===== src/rtl/ustrb_pkg.sv =====
package ustrb_pkg;
  localparam int UW_W    = 32;
  localparam int PHASES  = 4;
  localparam int GPL_CNT = 6;

  typedef struct packed {
    logic                last;
    logic [16:0]         spare;
    logic [GPL_CNT-1:0]  gpl;
    logic [PHASES-1:0]   bs_t;
    logic [PHASES-1:0]   cs_t;
  } uword_t;

  typedef enum logic [1:0] {
    PSZ_NONE = 2'b00,
    PSZ_8    = 2'b01,
    PSZ_16   = 2'b10,
    PSZ_32   = 2'b11
  } psize_e;

  typedef enum logic {
    SQ_IDLE = 1'b0,
    SQ_RUN  = 1'b1
  } sq_state_e;
endpackage


===== src/rtl/ustrb_ram.sv =====
module ustrb_ram #(
  parameter int DEPTH = 64,
  parameter int WIDTH = 32,
  localparam int AW = $clog2(DEPTH)
) (
  input  logic             clk,
  input  logic             rst_n,
  input  logic             we,
  input  logic             lock,
  input  logic [AW-1:0]    host_addr,
  input  logic [WIDTH-1:0] wdata,
  output logic [WIDTH-1:0] host_rdata,
  input  logic [AW-1:0]    seq_addr,
  output logic [WIDTH-1:0] seq_rdata
);
  logic [WIDTH-1:0] store_q [DEPTH];
  logic             store_en;
  logic [WIDTH-1:0] rdata_d;
  logic [WIDTH-1:0] rdata_q;

  assign store_en = we && !lock;

  always_ff @(posedge clk) begin
    if (store_en) begin
      store_q[host_addr] <= wdata;
    end
  end

  assign rdata_d   = store_q[host_addr];
  assign seq_rdata = store_q[seq_addr];

  always_ff @(posedge clk or negedge rst_n) begin
    if (!rst_n) begin
      rdata_q <= '0;
    end else begin
      rdata_q <= rdata_d;
    end
  end

  assign host_rdata = rdata_q;
endmodule


===== src/rtl/ustrb_lane_dec.sv =====
module ustrb_lane_dec
  import ustrb_pkg::*;
#(
  parameter int LANES = 4,
  localparam int LW = $clog2(LANES)
) (
  input  psize_e           psize,
  input  logic [LW-1:0]    addr_lo,
  output logic [LANES-1:0] lanes
);
  for (genvar i = 0; i < LANES; i++) begin : g_lane
    localparam logic [LW-1:0] IDX = LW'(i);
    always_comb begin
      unique case (psize)
        PSZ_8:   lanes[i] = (addr_lo == IDX);
        PSZ_16:  lanes[i] = (addr_lo[LW-1] == IDX[LW-1]);
        PSZ_32:  lanes[i] = 1'b1;
        default: lanes[i] = 1'b0;
      endcase
    end
  end
endmodule


===== src/rtl/ustrb_seq.sv =====
module ustrb_seq
  import ustrb_pkg::*;
#(
  parameter int DEPTH = 64,
  parameter int PHASES_P = 4,
  localparam int AW = $clog2(DEPTH),
  localparam int PW = $clog2(PHASES_P)
) (
  input  logic          clk,
  input  logic          rst_n,
  input  logic          start_req,
  input  logic [AW-1:0] start_idx,
  input  logic          word_last,
  output logic          accept,
  output logic          run,
  output logic          fin,
  output logic [AW-1:0] pc,
  output logic [PW-1:0] phase
);
  localparam logic [PW-1:0] PH_LAST = PW'(PHASES_P - 1);

  sq_state_e     state_q, state_d;
  logic [AW-1:0] pc_q, pc_d;
  logic [PW-1:0] ph_q, ph_d;

  always_comb begin
    accept  = (state_q == SQ_IDLE) && start_req;
    fin     = (state_q == SQ_RUN) && (ph_q == PH_LAST) && word_last;
    state_d = state_q;
    pc_d    = pc_q;
    ph_d    = ph_q;
    if (accept) begin
      state_d = SQ_RUN;
      pc_d    = start_idx;
      ph_d    = '0;
    end else if (state_q == SQ_RUN) begin
      ph_d = ph_q + 1'b1;
      if (fin) begin
        state_d = SQ_IDLE;
      end else if (ph_q == PH_LAST) begin
        pc_d = pc_q + 1'b1;
      end
    end
  end

  always_ff @(posedge clk or negedge rst_n) begin
    if (!rst_n) begin
      state_q <= SQ_IDLE;
      pc_q    <= '0;
      ph_q    <= '0;
    end else begin
      state_q <= state_d;
      pc_q    <= pc_d;
      ph_q    <= ph_d;
    end
  end

  assign run   = (state_q == SQ_RUN);
  assign pc    = pc_q;
  assign phase = ph_q;

  assert_phase_step_R2: assert property (@(posedge clk) disable iff (!rst_n)
    (run && !fin) |=> (run && phase == $past(phase) + 1'b1));
  assert_pc_hold_R2: assert property (@(posedge clk) disable iff (!rst_n)
    (run && phase != PH_LAST) |=> (pc == $past(pc)));
  assert_end_idle_R2: assert property (@(posedge clk) disable iff (!rst_n)
    fin |=> !run);
endmodule


===== src/rtl/ustrb_top.sv =====
module ustrb_top
  import ustrb_pkg::*;
#(
  parameter int DEPTH = 64,
  parameter int BANKS = 8,
  parameter int LANES = 4,
  parameter logic [GPL_CNT-1:0] GPL_IDLE = '0,
  localparam int AW = $clog2(DEPTH),
  localparam int LW = $clog2(LANES),
  localparam int PW = $clog2(PHASES)
) (
  input  logic               clk,
  input  logic               rst_n,
  input  logic               host_we,
  input  logic [AW-1:0]      host_addr,
  input  logic [UW_W-1:0]    host_wdata,
  output logic [UW_W-1:0]    host_rdata,
  input  logic               req_valid,
  input  logic [AW-1:0]      req_start,
  input  logic [BANKS-1:0]   req_bank,
  input  logic [1:0]         req_psize,
  input  logic [LW-1:0]      req_addr_lo,
  output logic               busy,
  output logic               done,
  output logic [BANKS-1:0]   cs_n,
  output logic [LANES-1:0]   bs_n,
  output logic [GPL_CNT-1:0] gpl
);
  logic [UW_W-1:0]    seq_raw;
  uword_t             word;
  logic               accept, run, fin;
  logic [AW-1:0]      pc;
  logic [PW-1:0]      phase;
  logic [LANES-1:0]   lanes_dec;
  logic [BANKS-1:0]   bank_q;
  logic [LANES-1:0]   lanes_q;
  logic               cs_on, bs_on;
  logic [BANKS-1:0]   cs_n_d, cs_n_q;
  logic [LANES-1:0]   bs_n_d, bs_n_q;
  logic [GPL_CNT-1:0] gpl_d, gpl_q;
  logic               done_q;

  ustrb_ram #(.DEPTH(DEPTH), .WIDTH(UW_W)) ram_i (
    .clk(clk), .rst_n(rst_n), .we(host_we), .lock(run),
    .host_addr(host_addr), .wdata(host_wdata), .host_rdata(host_rdata),
    .seq_addr(pc), .seq_rdata(seq_raw)
  );

  assign word = uword_t'(seq_raw);

  ustrb_seq #(.DEPTH(DEPTH), .PHASES_P(PHASES)) seq_i (
    .clk(clk), .rst_n(rst_n), .start_req(req_valid), .start_idx(req_start),
    .word_last(word.last), .accept(accept), .run(run), .fin(fin),
    .pc(pc), .phase(phase)
  );

  ustrb_lane_dec #(.LANES(LANES)) lane_i (
    .psize(psize_e'(req_psize)), .addr_lo(req_addr_lo), .lanes(lanes_dec)
  );

  always_ff @(posedge clk or negedge rst_n) begin
    if (!rst_n) begin
      bank_q  <= '0;
      lanes_q <= '0;
    end else if (accept) begin
      bank_q  <= req_bank;
      lanes_q <= lanes_dec;
    end
  end

  always_comb begin
    cs_on = word.cs_t[phase];
    bs_on = word.bs_t[phase];
    if (run) begin
      cs_n_d = ~(bank_q & {BANKS{cs_on}});
      bs_n_d = ~(lanes_q & {LANES{bs_on}});
      gpl_d  = word.gpl;
    end else begin
      cs_n_d = '1;
      bs_n_d = '1;
      gpl_d  = GPL_IDLE;
    end
  end

  always_ff @(posedge clk or negedge rst_n) begin
    if (!rst_n) begin
      cs_n_q <= '1;
      bs_n_q <= '1;
      gpl_q  <= GPL_IDLE;
      done_q <= 1'b0;
    end else begin
      cs_n_q <= cs_n_d;
      bs_n_q <= bs_n_d;
      gpl_q  <= gpl_d;
      done_q <= fin;
    end
  end

  assign cs_n = cs_n_q;
  assign bs_n = bs_n_q;
  assign gpl  = gpl_q;
  assign done = done_q;
  assign busy = run;

  assert_cs_single_R3: assert property (@(posedge clk) disable iff (!rst_n)
    $onehot0(~cs_n));
  assert_bs_in_lanes_R5: assert property (@(posedge clk) disable iff (!rst_n)
    ((~bs_n & ~lanes_q) == '0));
  assert_done_pulse_R7: assert property (@(posedge clk) disable iff (!rst_n)
    done |=> (!done && (&cs_n) && (&bs_n)));
  assert_idle_quiet_R8: assert property (@(posedge clk) disable iff (!rst_n)
    (!busy && !done && !$past(busy)) |-> ((&cs_n) && (&bs_n) && gpl == GPL_IDLE));
  assert_done_not_busy_R9: assert property (@(posedge clk) disable iff (!rst_n)
    done |-> !busy);
endmodule


===== config.mk =====
export PLATFORM = sky130hd
export DESIGN_NAME = ustrb_top
export DESIGN_NICKNAME = d
export VERILOG_FILES = /design/src/rtl/ustrb_pkg.sv /design/src/rtl/ustrb_ram.sv /design/src/rtl/ustrb_lane_dec.sv /design/src/rtl/ustrb_seq.sv /design/src/rtl/ustrb_top.sv
export SDC_FILE = /design/constraint.sdc
export NUM_CORES = 2
export LEC_CHECK = 0
export BUFFER_PORTS_ARGS = -buffer_cell sky130_fd_sc_hd__buf_2
export CORE_UTILIZATION = 57
export DETAILED_ROUTE_END_ITERATION = 16
export PLACE_DENSITY = 0.76
export SYNTH_ARGS = -nofsm -noshare
export SYNTH_HDL_FRONTEND = slang
export SYNTH_SLANG_ARGS = --single-unit

===== constraint.sdc =====
create_clock -name clk -period 2.7 [get_ports clk]
set_input_delay 0.54 -clock clk [delete_from_list [all_inputs] [get_ports clk]]
set_output_delay 0.54 -clock clk [all_outputs]
set_load 0.005 [all_outputs]

==> results.txt <==
CTS buffer count: 195
DR pass1 iterations: 7
Ys flop type: edfxtp_1
CP peak stage delay: 510 ps
Crit path DAT: 3440 ps
Clock Skew: 47.0 ps
Post-DP HPWL: 171,000 um
Antenna-violating nets left: 0
Worst slew pin tran: 1150 ps
Post-Route WL: 289,000 um
Synth area leaders: edfxtp_1 (73%), mux4_2 (5.9%), a22oi_1 (5.6%), a22o_1 (2.1%), a221oi_1 (2.1%)
Synth Register Bits: 2,120
Root Buffer Master: clkbuf_16
Count leader, synth: edfxtp_1
Failing checks: setup timing
CTS tree: yes
Hold WC Path Type: primary input to register
I/O Buffers: 111
Slowest CP cell: dfrtp_4
Leak pwr: 0.0318 uW
Seq/Total Area, Yosys: 0.756
Die ar.: 148,000 um^2
Hold Slack: 43.4 ps
Synth top area share: 0.735
Cell taking the most area after synthesis: edfxtp_1
Total negative slack: -10.2 ps
Post-synth net total: 4,666
Synth warnings: 0
CTS Sinks: 2,120
Critical R2R Launch: seq_i.pc[0]
Syn avg cell area: 18.2 um^2
FMAX: 370 MHz
Crit end category: register
Final std cells w/o fill: 7,204
Initial Util: 0.574
Vias/cell: 7.75
Final hold viol count: 0
Most used routing layer: met2
CORE AREA: 146,000 um^2
Met2 Track Usage GR: 0.554
DRC violations left: 0
Max H-tree Level: 4
Placed cell count: 6,798
Share of cells above drive strength 1: 0.252
Bufs on Longest Clock Path: 3
1st-iter DRT viols: 11,600
Routed wire per std cell: 40.1 um
Crit path time final: 2710 ps
Setup ws final: -5.13 ps
Met1 Track Usage GR: 0.505
Syn Inst Count: 4,604
Outcome: finished with violations
Max_slew headroom: 0.233
Distinct cells, synth: 47
EDFF count, synth: 2,048
Synth cell count leaders: edfxtp_1 (2,048), a22oi_1 (622), clkbuf_1 (246)
Setup Viol. Count Final: 2
Largest net degree at the start of global routing: 65
Worst skew pair latency: 850 ps
Synth Cell Area: 83,700 um^2
Via count: 55,800
Hold Startpoint: req_psize[0]
I/O pin count: 112
Crit path top cell by count: mux4_2
Tcrit/Tclk final: 1.00
First-pass GRT wire length: 398,000 um
Die width: 385 um
Gpl congestion: 0.958
Crit path required time: 3430 ps
Fill count: 8,750
Grt ovf: 0
Worst setup path startpoint: seq_i.pc[0]
Ys async rst share: 0.0340
RSZ-0062 raised after global routing: yes
DIE HEIGHT: 385 um
Final design utilization: 0.683
FP Rows: 140
Critical path launch point type: register
Crit-path cells: buf_12 -> buf_4 -> buf_4 -> mux4_2 -> mux4_2 -> mux4_2 -> and2_4
Slew Limit Fails: 0
Clk slew on worst S/H paths: 60 ps
CP max FO: 7
Vias in the first global route: 53,900
Max-cap violations: 0
Grt met3 use: 0.131
P&R area growth vs syn: 19.0%
Peak supply drop: 0.697 mV
Initial antenna violation count: 9
PD cells: 809 nW/um^2
GRT Total Usage: 0.386
Worst setup path class: register to register
Count of nets after finishing: 5,178
per-layer routing:
metal	part of all wire	routed length, um
met5	0.00014	40
met4	0.079	22700
met3	0.18	51000
met2	0.43	124000
met1	0.32	91700
worst max-delay path, delay by kind of cell, from the launching register on:
family	cells	cell delay [ps]
flip-flops	1	510
AND/OR/NAND/NOR	1	170
buffers and inverters	3	460
multiplexers	3	1440
timing repair:
action | CTS | global route
setup buffers | 4 | 16
hold buffers | 10 | 0
cloned | 1 | 7
resized for setup | 8 | 41
endpoints found under the hold margin | 27 | 0
pin swaps | 1 | 5
endpoints found under the setup margin | 9 | 25
cell families (layout without fill, tap and decap cells):
group / count (synthesis) / in the layout / synth area share
DFF: 2120 / 2120 / 0.756
AOI/OAI and AO/OA: 1444 / 1444 / 0.131
buffers and inverters: 368 / 1047 / 0.0184
and+or+nand+nor: 337 / 337 / 0.0209
muxes: 333 / 333 / 0.0732
adders and majority gates: 2 / 2 / 0.000299
other: 0 / 4 / 0
area by class of cell:
class | count | area, um^2 | area share
multi-input cells | 2116 | 19700 | 0.197
diodes | 4 | 10.0 | 0.000101
clock inverters | 105 | 997 | 0.0100
flip-flops and latches | 2120 | 63300 | 0.636
inverters | 4 | 15.0 | 0.000151
clock buffers | 259 | 5260 | 0.0528
repair buffers | 679 | 7930 | 0.0796
well taps | 1917 | 2400 | 0.0241
report_power, final:
group | switching [uW] | leakage [uW] | total (uW) | internal [uW]
clock network | 12200 | 0.00304 | 27200 | 15000
registers | 504 | 0.0193 | 37000 | 36500
logic | 8620 | 0.00946 | 16400 | 7770
total | 21300 | 0.0318 | 80600 | 59300
stage by stage:
stage / setup WS (ps) / area (um^2) / power [uW]
2_1_floorplan: -52.4 / 84400 / 46600
3_3_place_gp: -307 / 92600 / 52100
3_5_place_dp: -337 / 92600 / 52300
4_1_cts: 0.574 / 99100 / 79100
5_1_grt: -24.7 / 99600 / 82300
6_report: -5.13 / 99600 / 80600
registers in the layout, summed over array words and instances (netlist names):
name / count
ram_i.store_q: 2048
ram_i.host_rdata: 32
bank_q: 8
cs_n: 8
gpl: 6
seq_i.pc: 6
bs_n: 4
lanes_q: 4
seq_i.phase: 2
done: 1
seq_i.run: 1
path summary, 6_finish.rpt:
kind,endpoint,slack [ps],cells after the start
worst max-delay path,gpl[3],-5,7
worst min-delay path,lanes_q[1],40,3
worst max register to register,gpl[3],-5,7
worst min register to register,cs_n[3],450,1
max in group asynchronous,ram_i.host_rdata[14],1720,3
min in group asynchronous,bank_q[4],240,2
cell usage in the layout (no fill, tap or decap), drive strengths merged, types with 13 or more instances in the layout:
cell       n
nor4      45
a22oi    622
mux4     221
o22ai     28
buf      663
a211o     16
a211oi    16
a21oi     72
a21o      19
and3      14
nor2      91
bufinv    13
clkinv    77
a22o     204
nand3     32
dfrtp     60
a221oi   202
edfxtp  2048
nand4     59
a31oi    206
mux2i     86
mux2      26
o221ai    33
nor2b     24
clkbuf   265
nand2     43
No activity file was read; power rests on OpenSTA's default activity.
